`config.mk`:
```
export PLATFORM = sky130hd
export DESIGN_NAME = dsw_ctx_swap
export DESIGN_NICKNAME = d
export VERILOG_FILES = /design/src/rtl/dsw_pkg.sv /design/src/rtl/dsw_step_rom.sv /design/src/rtl/dsw_cap_forge.sv /design/src/rtl/dsw_slot_engine.sv /design/src/rtl/dsw_ctx_swap.sv
export SDC_FILE = /design/constraint.sdc
export NUM_CORES = 1
export LEC_CHECK = 0
export ABC_AREA = 1
export BUFFER_PORTS_ARGS = -buffer_cell sky130_fd_sc_hd__buf_2
export CORE_AREA = 3 3 280 282
export DETAILED_ROUTE_END_ITERATION = 6
export DIE_AREA = 0 0 283 285
export GPL_TIMING_DRIVEN = 0
export HOLD_SLACK_MARGIN = 0.02
export RECOVER_POWER = 100
export REMOVE_ABC_BUFFERS = 1
export SETUP_SLACK_MARGIN = 0.05
export SLEW_MARGIN = 15
export SYNTH_ARGS = -nofsm -noshare
export SYNTH_HDL_FRONTEND = slang
export SYNTH_SLANG_ARGS = --single-unit
```
`constraint.sdc`:
```
create_clock -name clk -period 13.5 [get_ports clk]
set_input_delay 4.05 -clock clk [delete_from_list [all_inputs] [get_ports clk]]
set_output_delay 4.05 -clock clk [all_outputs]
set_load 0.01 [all_outputs]
```
`src/rtl/dsw_pkg.sv`:
```
package dsw_pkg;
  localparam int CAP_W      = 128;
  localparam int ADDR_W     = 32;
  localparam int SLOT_BYTES = CAP_W / 8;
  localparam int SLOT_SH    = $clog2(SLOT_BYTES);
  localparam int IDX_W      = 6;
  localparam int STEP_W     = 6;
  localparam int GPR_N      = 32;
  localparam int CAUSE_W    = 8;

  localparam logic [IDX_W-1:0] IDX_RA = IDX_W'(1);
  localparam logic [IDX_W-1:0] IDX_SP = IDX_W'(2);
  localparam logic [IDX_W-1:0] IDX_A0 = IDX_W'(10);
  localparam logic [IDX_W-1:0] IDX_PC = IDX_W'(GPR_N);
  localparam logic [IDX_W-1:0] IDX_EH = IDX_W'(GPR_N + 1);
  localparam logic [IDX_W-1:0] IDX_IH = IDX_W'(GPR_N + 2);

  localparam logic [2:0] KIND_SEALED = 3'd4;
  localparam logic [2:0] KIND_SRET   = 3'd5;
  localparam logic [1:0] ASY_SYNC    = 2'd0;
  localparam logic [1:0] ASY_EXC     = 2'd1;
  localparam logic [1:0] ASY_INT     = 2'd2;

  typedef struct packed {
    logic [17:0]       rsvd;
    logic              valid;
    logic [4:0]        ridx;
    logic [1:0]        asy;
    logic [2:0]        kind;
    logic [2:0]        perms;
    logic [ADDR_W-1:0] top;
    logic [ADDR_W-1:0] base;
    logic [ADDR_W-1:0] cursor;
  } cap_t;

  typedef enum logic [2:0] {
    MD_CALL    = 3'd0,
    MD_RET     = 3'd1,
    MD_EXC_IN  = 3'd2,
    MD_INT_IN  = 3'd3,
    MD_EXC_OUT = 3'd4,
    MD_INT_OUT = 3'd5
  } mode_e;

  typedef enum logic [1:0] {OP_END, OP_SWAP, OP_STORE, OP_SET} op_e;
  typedef enum logic [1:0] {V_NULL, V_RETCAP, V_SEALED, V_CAUSE} vsel_e;

  typedef struct packed {
    op_e              op;
    logic [IDX_W-1:0] idx;
    logic [IDX_W-1:0] slot;
    vsel_e            vsel;
  } step_t;

  function automatic step_t mk_step(op_e op, logic [IDX_W-1:0] idx,
                                    logic [IDX_W-1:0] slot, vsel_e v);
    step_t s;
    s.op   = op;
    s.idx  = idx;
    s.slot = slot;
    s.vsel = v;
    return s;
  endfunction
endpackage

```
`src/rtl/dsw_step_rom.sv`:
```
module dsw_step_rom
  import dsw_pkg::*;
(
  input  logic [2:0]        mode_i,
  input  logic [STEP_W-1:0] n_i,
  input  logic [4:0]        src_i,
  input  logic [4:0]        ridx_i,
  output step_t             step_o
);
  typedef logic [STEP_W:0] stepx_t;

  logic   is_int;
  stepx_t k_ent;
  stepx_t k_ret;
  step_t  end_s;

  assign is_int = (mode_i == MD_INT_IN) || (mode_i == MD_INT_OUT);
  assign k_ent  = {1'b0, n_i} - (is_int ? stepx_t'(2) : stepx_t'(1));
  assign k_ret  = {1'b0, n_i} - stepx_t'(4);
  assign end_s  = mk_step(OP_END, '0, '0, V_NULL);

  // register x[k+1] always lives in slot k+2
  function automatic step_t reg_swap(stepx_t k);
    return mk_step(OP_SWAP, IDX_W'(k + stepx_t'(1)), IDX_W'(k + stepx_t'(2)), V_NULL);
  endfunction

  always_comb begin
    step_o = end_s;
    case (mode_i)
      MD_CALL, MD_RET: begin
        case (n_i)
          STEP_W'(0): step_o = mk_step(OP_SET, {1'b0, src_i}, '0, V_NULL);
          STEP_W'(1): step_o = mk_step(OP_SWAP, IDX_PC, IDX_W'(0), V_NULL);
          STEP_W'(2): step_o = mk_step(OP_SWAP, IDX_EH, IDX_W'(1), V_NULL);
          STEP_W'(3): step_o = mk_step(OP_SWAP, IDX_SP, IDX_W'(2), V_NULL);
          STEP_W'(4): step_o = (mode_i == MD_CALL) ?
                               mk_step(OP_SET, IDX_RA, '0, V_RETCAP) :
                               mk_step(OP_SET, {1'b0, ridx_i}, '0, V_SEALED);
          default:    step_o = end_s;
        endcase
      end
      MD_EXC_IN, MD_INT_IN: begin
        if (n_i == STEP_W'(0))
          step_o = mk_step(OP_SWAP, IDX_PC, IDX_W'(0), V_NULL);
        else if (is_int && n_i == STEP_W'(1))
          step_o = mk_step(OP_SWAP, IDX_EH, IDX_W'(1), V_NULL);
        else if (k_ent < stepx_t'(GPR_N - 1))
          step_o = reg_swap(k_ent);
        else begin
          case (k_ent)
            stepx_t'(GPR_N - 1): step_o = mk_step(OP_SET, IDX_RA, '0, V_RETCAP);
            stepx_t'(GPR_N):     step_o = mk_step(OP_SET, is_int ? IDX_IH : IDX_EH, '0, V_NULL);
            stepx_t'(GPR_N + 1): step_o = mk_step(OP_SET, IDX_A0, '0, V_CAUSE);
            default:             step_o = end_s;
          endcase
        end
      end
      MD_EXC_OUT, MD_INT_OUT: begin
        case (n_i)
          STEP_W'(0): step_o = mk_step(OP_SWAP, IDX_PC, IDX_W'(0), V_NULL);
          STEP_W'(1): step_o = mk_step(is_int ? OP_SWAP : OP_STORE, IDX_EH, IDX_W'(1), V_NULL);
          STEP_W'(2): step_o = mk_step(OP_SET, is_int ? IDX_IH : IDX_EH, '0, V_SEALED);
          STEP_W'(3): step_o = mk_step(OP_SET, {1'b0, src_i}, '0, V_NULL);
          default:    step_o = (k_ret < stepx_t'(GPR_N - 1)) ? reg_swap(k_ret) : end_s;
        endcase
      end
      default: step_o = end_s;
    endcase
  end
endmodule

```
`src/rtl/dsw_cap_forge.sv`:
```
module dsw_cap_forge
  import dsw_pkg::*;
(
  input  logic [2:0]         mode_i,
  input  cap_t               cap_i,
  input  logic [4:0]         dst_i,
  input  logic [CAUSE_W-1:0] cause_i,
  output cap_t               ret_o,
  output cap_t               seal_o,
  output logic [CAP_W-1:0]   cause_o
);
  always_comb begin
    ret_o        = cap_i;
    ret_o.kind   = KIND_SRET;
    ret_o.cursor = cap_i.base;
    case (mode_i)
      MD_CALL: begin
        ret_o.ridx = dst_i;
        ret_o.asy  = ASY_SYNC;
      end
      MD_EXC_IN: begin
        ret_o.ridx = '0;
        ret_o.asy  = ASY_EXC;
      end
      default: begin
        ret_o.ridx = '0;
        ret_o.asy  = ASY_INT;
      end
    endcase
    seal_o      = cap_i;
    seal_o.kind = KIND_SEALED;
    seal_o.asy  = ASY_SYNC;
  end

  assign cause_o = CAP_W'(cause_i);
endmodule

```
`src/rtl/dsw_slot_engine.sv`:
```
module dsw_slot_engine
  import dsw_pkg::*;
(
  input  logic              clk,
  input  logic              rst_n,
  input  logic              go_i,
  input  logic              store_only_i,
  input  logic [ADDR_W-1:0] addr_i,
  input  logic [CAP_W-1:0]  old_i,
  output logic              mem_valid_o,
  output logic              mem_we_o,
  output logic [ADDR_W-1:0] mem_addr_o,
  output logic [CAP_W-1:0]  mem_wdata_o,
  input  logic              mem_ready_i,
  input  logic              mem_rsp_valid_i,
  input  logic [CAP_W-1:0]  mem_rdata_i,
  output logic              done_o,
  output logic              commit_o,
  output logic [CAP_W-1:0]  rbuf_o
);
  typedef enum logic [1:0] {E_IDLE, E_RD, E_WAIT, E_WR} eng_e;

  eng_e             st_q, st_d;
  logic             cap_en;
  logic [CAP_W-1:0] rbuf_q;

  always_comb begin
    st_d = st_q;
    case (st_q)
      E_IDLE: if (go_i) st_d = store_only_i ? E_WR : E_RD;
      E_RD:   if (mem_ready_i) st_d = E_WAIT;
      E_WAIT: if (mem_rsp_valid_i) st_d = E_WR;
      E_WR:   if (mem_ready_i) st_d = E_IDLE;
      default: st_d = E_IDLE;
    endcase
  end

  always_ff @(posedge clk or negedge rst_n) begin
    if (!rst_n) st_q <= E_IDLE;
    else        st_q <= st_d;
  end

  assign cap_en = (st_q == E_WAIT) && mem_rsp_valid_i;

  always_ff @(posedge clk) begin
    if (cap_en) rbuf_q <= mem_rdata_i;
  end

  assign mem_valid_o = (st_q == E_RD) || (st_q == E_WR);
  assign mem_we_o    = (st_q == E_WR);
  assign mem_addr_o  = addr_i;
  assign mem_wdata_o = old_i;
  assign done_o      = (st_q == E_WR) && mem_ready_i;
  assign commit_o    = done_o && !store_only_i;
  assign rbuf_o      = rbuf_q;
endmodule

```
`src/rtl/dsw_ctx_swap.sv`:
```
module dsw_ctx_swap
  import dsw_pkg::*;
(
  input  logic               clk,
  input  logic               rst_n,
  input  logic               start_i,
  input  logic [2:0]         mode_i,
  input  logic [CAP_W-1:0]   cap_i,
  input  logic [4:0]         src_i,
  input  logic [4:0]         dst_i,
  input  logic [CAUSE_W-1:0] cause_i,
  output logic               busy_o,
  output logic               done_o,
  output logic               mem_valid_o,
  output logic               mem_we_o,
  output logic [ADDR_W-1:0]  mem_addr_o,
  output logic [CAP_W-1:0]   mem_wdata_o,
  input  logic               mem_ready_i,
  input  logic               mem_rsp_valid_i,
  input  logic [CAP_W-1:0]   mem_rdata_i,
  output logic [IDX_W-1:0]   st_ridx_o,
  input  logic [CAP_W-1:0]   st_rdata_i,
  output logic               st_we_o,
  output logic [IDX_W-1:0]   st_widx_o,
  output logic [CAP_W-1:0]   st_wdata_o
);
  logic               run_q, run_d;
  logic [STEP_W-1:0]  n_q, n_d;
  logic               load;
  logic [2:0]         mode_q;
  cap_t               cap_q;
  logic [4:0]         src_q;
  logic [4:0]         dst_q;
  logic [CAUSE_W-1:0] cause_q;

  step_t              step;
  cap_t               ret_cap, seal_cap;
  logic [CAP_W-1:0]   cause_word;
  logic [CAP_W-1:0]   set_val;
  logic               eng_go, eng_done, eng_commit;
  logic [CAP_W-1:0]   eng_rbuf;
  logic [ADDR_W-1:0]  slot_addr;
  logic               adv, wr_any;

  dsw_step_rom u_rom (
    .mode_i (mode_q),
    .n_i    (n_q),
    .src_i  (src_q),
    .ridx_i (cap_q.ridx),
    .step_o (step)
  );

  dsw_cap_forge u_forge (
    .mode_i  (mode_q),
    .cap_i   (cap_q),
    .dst_i   (dst_q),
    .cause_i (cause_q),
    .ret_o   (ret_cap),
    .seal_o  (seal_cap),
    .cause_o (cause_word)
  );

  assign slot_addr = cap_q.base + (ADDR_W'(step.slot) << SLOT_SH);
  assign eng_go    = run_q && (step.op == OP_SWAP || step.op == OP_STORE);

  dsw_slot_engine u_eng (
    .clk             (clk),
    .rst_n           (rst_n),
    .go_i            (eng_go),
    .store_only_i    (step.op == OP_STORE),
    .addr_i          (slot_addr),
    .old_i           (st_rdata_i),
    .mem_valid_o     (mem_valid_o),
    .mem_we_o        (mem_we_o),
    .mem_addr_o      (mem_addr_o),
    .mem_wdata_o     (mem_wdata_o),
    .mem_ready_i     (mem_ready_i),
    .mem_rsp_valid_i (mem_rsp_valid_i),
    .mem_rdata_i     (mem_rdata_i),
    .done_o          (eng_done),
    .commit_o        (eng_commit),
    .rbuf_o          (eng_rbuf)
  );

  assign adv = (step.op == OP_SET) || eng_done;

  always_comb begin
    run_d = run_q;
    n_d   = n_q;
    load  = 1'b0;
    if (!run_q) begin
      if (start_i) begin
        run_d = 1'b1;
        n_d   = '0;
        load  = 1'b1;
      end
    end else if (step.op == OP_END) begin
      run_d = 1'b0;
    end else if (adv) begin
      n_d = n_q + STEP_W'(1);
    end
  end

  always_ff @(posedge clk or negedge rst_n) begin
    if (!rst_n) begin
      run_q <= 1'b0;
      n_q   <= '0;
    end else begin
      run_q <= run_d;
      n_q   <= n_d;
    end
  end

  always_ff @(posedge clk) begin
    if (load) begin
      mode_q  <= mode_i;
      cap_q   <= cap_i;
      src_q   <= src_i;
      dst_q   <= dst_i;
      cause_q <= cause_i;
    end
  end

  always_comb begin
    case (step.vsel)
      V_RETCAP: set_val = ret_cap;
      V_SEALED: set_val = seal_cap;
      V_CAUSE:  set_val = cause_word;
      default:  set_val = '0;
    endcase
  end

  assign wr_any     = run_q && ((step.op == OP_SET) || eng_commit);
  assign st_we_o    = wr_any && (step.idx != '0);
  assign st_widx_o  = step.idx;
  assign st_wdata_o = eng_commit ? eng_rbuf : set_val;
  assign st_ridx_o  = step.idx;
  assign busy_o     = run_q;
  assign done_o     = run_q && (step.op == OP_END);
endmodule

```
==> results.yml <==
run_status:
  status: "finished, violations left"
  violations: "capacitance limit, slew limit"
final_layout:
  finish.utilization: 0.229
  multi_input_area_sq_um: 3940
  nNetsFinal: 1965
  fillers: 8217
  register_area_sq_um: 8390
  drive_above_1_share: 0.244
  syn_to_final_growth_pct: 24.9
clocking:
  h-tree-depth: 2
  cts.path.max_buffers: 3
  insertion_delay_ns: 0.56
  cts_buffers: 36
  clock_sinks: 281
  cts_hold_buffers: 0
  ctsResizeCount: 0
  tritoncts: "done"
  cts.reportedPaths.clkPinSlew_ns: 0.06
  root_buffer: "clkbuf_16"
  cts_setup_buffers: 0
drt:
  routed_wl_um: 76800
  vias_per_cell: 4.38
  vias: 11268
  drt_iter0_markers: 921
  first_pass_iters: 6
  post_drt_wl_per_cell_um: 29.8
  drc: 0
  detail-route-antenna-nets: 0
critical_path:
  crit_end: "st_wdata_o[0]"
  crit_cells: 25
  critical_path_required_ns: 9.45
  cpPeakStageDelay_ns: 1.08
  rrSetupSlack_ns: 6.65
  end_kind: "output port"
  cp_slowest_cell: "clkbuf_1"
  worst_r2r_endpoint: "cap_q[71]"
  critPathArrivalTime_ns: 7.61
  crit_start: "mode_q[1]"
  cp-start-kind: "flip-flop"
  cp_top_family: "buffers and inverters"
  critPathMaxFanout: 25
  path_buf_inv: 8
  worstRegToRegCells: 4
  critPathKind: "flip-flop to output port"
  reg2reg_from: "busy_o"
timing:
  setup_ws_ns: 1.84
  finClkSkew_ns: 0.0176
  finalCritPeriodShare: 0.864
  finalHoldViolCount: 0
  finalSetupViolations: 0
  clock.fmax_mhz: 85.7
  rsz0062_at_grt: "false"
  slew_viol_final: 280
  tightest_slew_ns: 5.21
  finalCriticalPeriod_ns: 11.66
  slew_headroom: -2.47
die:
  die_y_um: 285
  fp.dieW_um: 283
  core_sq_um: 75900
  start_util: 0.183
  dieArea_sq_um: 80700
  placementRows: 101
  io_pins: 715
global_route:
  grt_max_degree: 89
  grt_pass1_vias: 10977
  grt_util_all_layers: 0.183
  grt-ovfl-total: 0
  antenna_found_initial: 14
  grt_pass1_wl_um: 99100
power_and_ir_drop:
  power.leakage_uw: 0.00643
  clkPwrFrac: 0.307
  peakVddDrop_mv: 0.0982
  swShare: 0.359
  p_per_area_nw_per_um2: 177
  switching_power_uw: 1100
  seqPwrFrac: 0.405
  combPwrFrac: 0.289
  p_int_uw: 1970
synth:
  yosysSeqAreaShare: 0.603
  syn_inst: 1199
  synthesis.area_sq_um: 13900
  avgSynthCellArea_sq_um: 11.6
  ys_ff_latch: 281
  yosysWarnings: 0
  synth.distinct_cells: 43
flow_run:
  max-cap-violations: 4
place:
  pre_cts_slack_ns: 2.94
  gp_congestion: 0.838
  dpl.hpwl_um: 60100
  port_buffers: 453
worst_hold_path:
  hp-class: "flip-flop to flip-flop"
==> worst min-delay path, delay by kind of cell (launching register included) <==
kind / cells / cell delay, ns
AND/OR/NAND/NOR: 1 / 0.11
flip-flops: 1 / 0.45
AO/OA/AOI/OAI: 1 / 0.06
==> power by group through the flow <==
stage                     registers, uW  logic, uW  clock network [uW]
after floorplan                    1230        539                   0
after global placement             1270        912                   0
after detailed placement           1240        938                   0
after CTS                          1220        942                 976
after global routing               1260        984                1000
final                              1250        888                 943
==> metal layers <==
metal	GRT usage	vias to the layer above	routed length, um
met5	0.125	-	1450
met4	0.0466	34	2100
met3	0.186	132	16500
met2	0.233	912	28400
met1	0.197	5396	28300
li1	-	4794	-
==> cells in the mapped netlist, drive strengths merged <==
cell type,number,area share
a211o,1,0.00063
a21boi,1,0.00054
a21oi,20,0.0072
a221oi,1,0.00063
a22o,9,0.0057
a22oi,2,0.0011
a31oi,1,0.00045
a32o,70,0.050
buf,146,0.077
clkbuf,39,0.011
clkinv,2,0.00054
dfrtp,9,0.016
edfxtp,272,0.59
fa,2,0.0029
ha,35,0.031
inv,86,0.023
nand2,209,0.058
nand3,92,0.037
nand3b,2,0.0011
nand4,13,0.0058
nor2,70,0.025
nor3,7,0.0025
nor3b,1,0.00054
nor4,1,0.00045
o211ai,18,0.0097
o21a,1,0.00054
o21ai,46,0.017
o22ai,6,0.0027
xnor2,12,0.0076
xor2,25,0.016
==> per-stage QoR <==
stage	area (sq um)	std cells	setup TNS, ns	hold slack, ns	total power [uW]
after floorplan	12700	1014	-559.66	0.595	1760
after global placement	16200	2497	-2985.94	0.654	2190
after detailed placement	16600	2510	0	0.659	2180
after CTS	17700	2569	0	0.652	3140
after global routing	17400	2570	0	0.716	3250
final	17400	2573	0	0.662	3080
==> cell type report <==
class / count / share of cell area
inverters: 88 / 0.0195
multi-input cells: 645 / 0.226
clock buffers: 40 / 0.0539
diodes: 4 / 0.000576
well taps: 1030 / 0.0742
clock inverters: 19 / 0.0112
flip-flops and latches: 281 / 0.483
repair buffers: 466 / 0.131
==> logic make-up after synthesis <==
kind of cell | Yosys count | share of synthesized area
simple gates | 395 | 0.131
flops | 281 | 0.603
buf+inv | 273 | 0.112
compound gates | 176 | 0.0963
xor+xnor | 37 | 0.0238
fa+ha+maj | 37 | 0.0343
==> cells in the final DEF (no fill, tap or decap), types with 12 or more instances in the layout <==
| cell | instances |
|---|---|
| ha_1 | 33 |
| nand4_1 | 13 |
| nand3_1 | 88 |
| a32o_1 | 70 |
| xnor2_1 | 12 |
| o211ai_1 | 18 |
| buf_2 | 279 |
| nand2_1 | 205 |
| clkbuf_16 | 37 |
| edfxtp_1 | 272 |
| a21oi_1 | 20 |
| nor2_1 | 57 |
| xor2_1 | 25 |
| inv_1 | 74 |
| o21ai_0 | 46 |
| clkbuf_1 | 180 |
==> flip-flops by register name, indices dropped and copies added (netlist names) <==
register / count
n_q: 6
busy_o: 1
u_eng.rbuf_o: 128
cause_q: 8
cap_q: 123
dst_q: 5
src_q: 5
mode_q: 3
u_eng.st_q: 2
==> how the worst min path moves through the flow <==
stage / endpoint / cells after the start / from / slack [ns]
floorplan: n_q[3] / 2 / n_q[3] / 0.59
global placement: n_q[5] / 2 / n_q[4] / 0.65
detailed placement: n_q[5] / 2 / n_q[4] / 0.66
CTS: n_q[5] / 2 / n_q[4] / 0.65
global route: n_q[5] / 2 / n_q[4] / 0.72
finish: n_q[5] / 2 / n_q[4] / 0.66
Note: power is estimated with default switching activity, not from simulation.
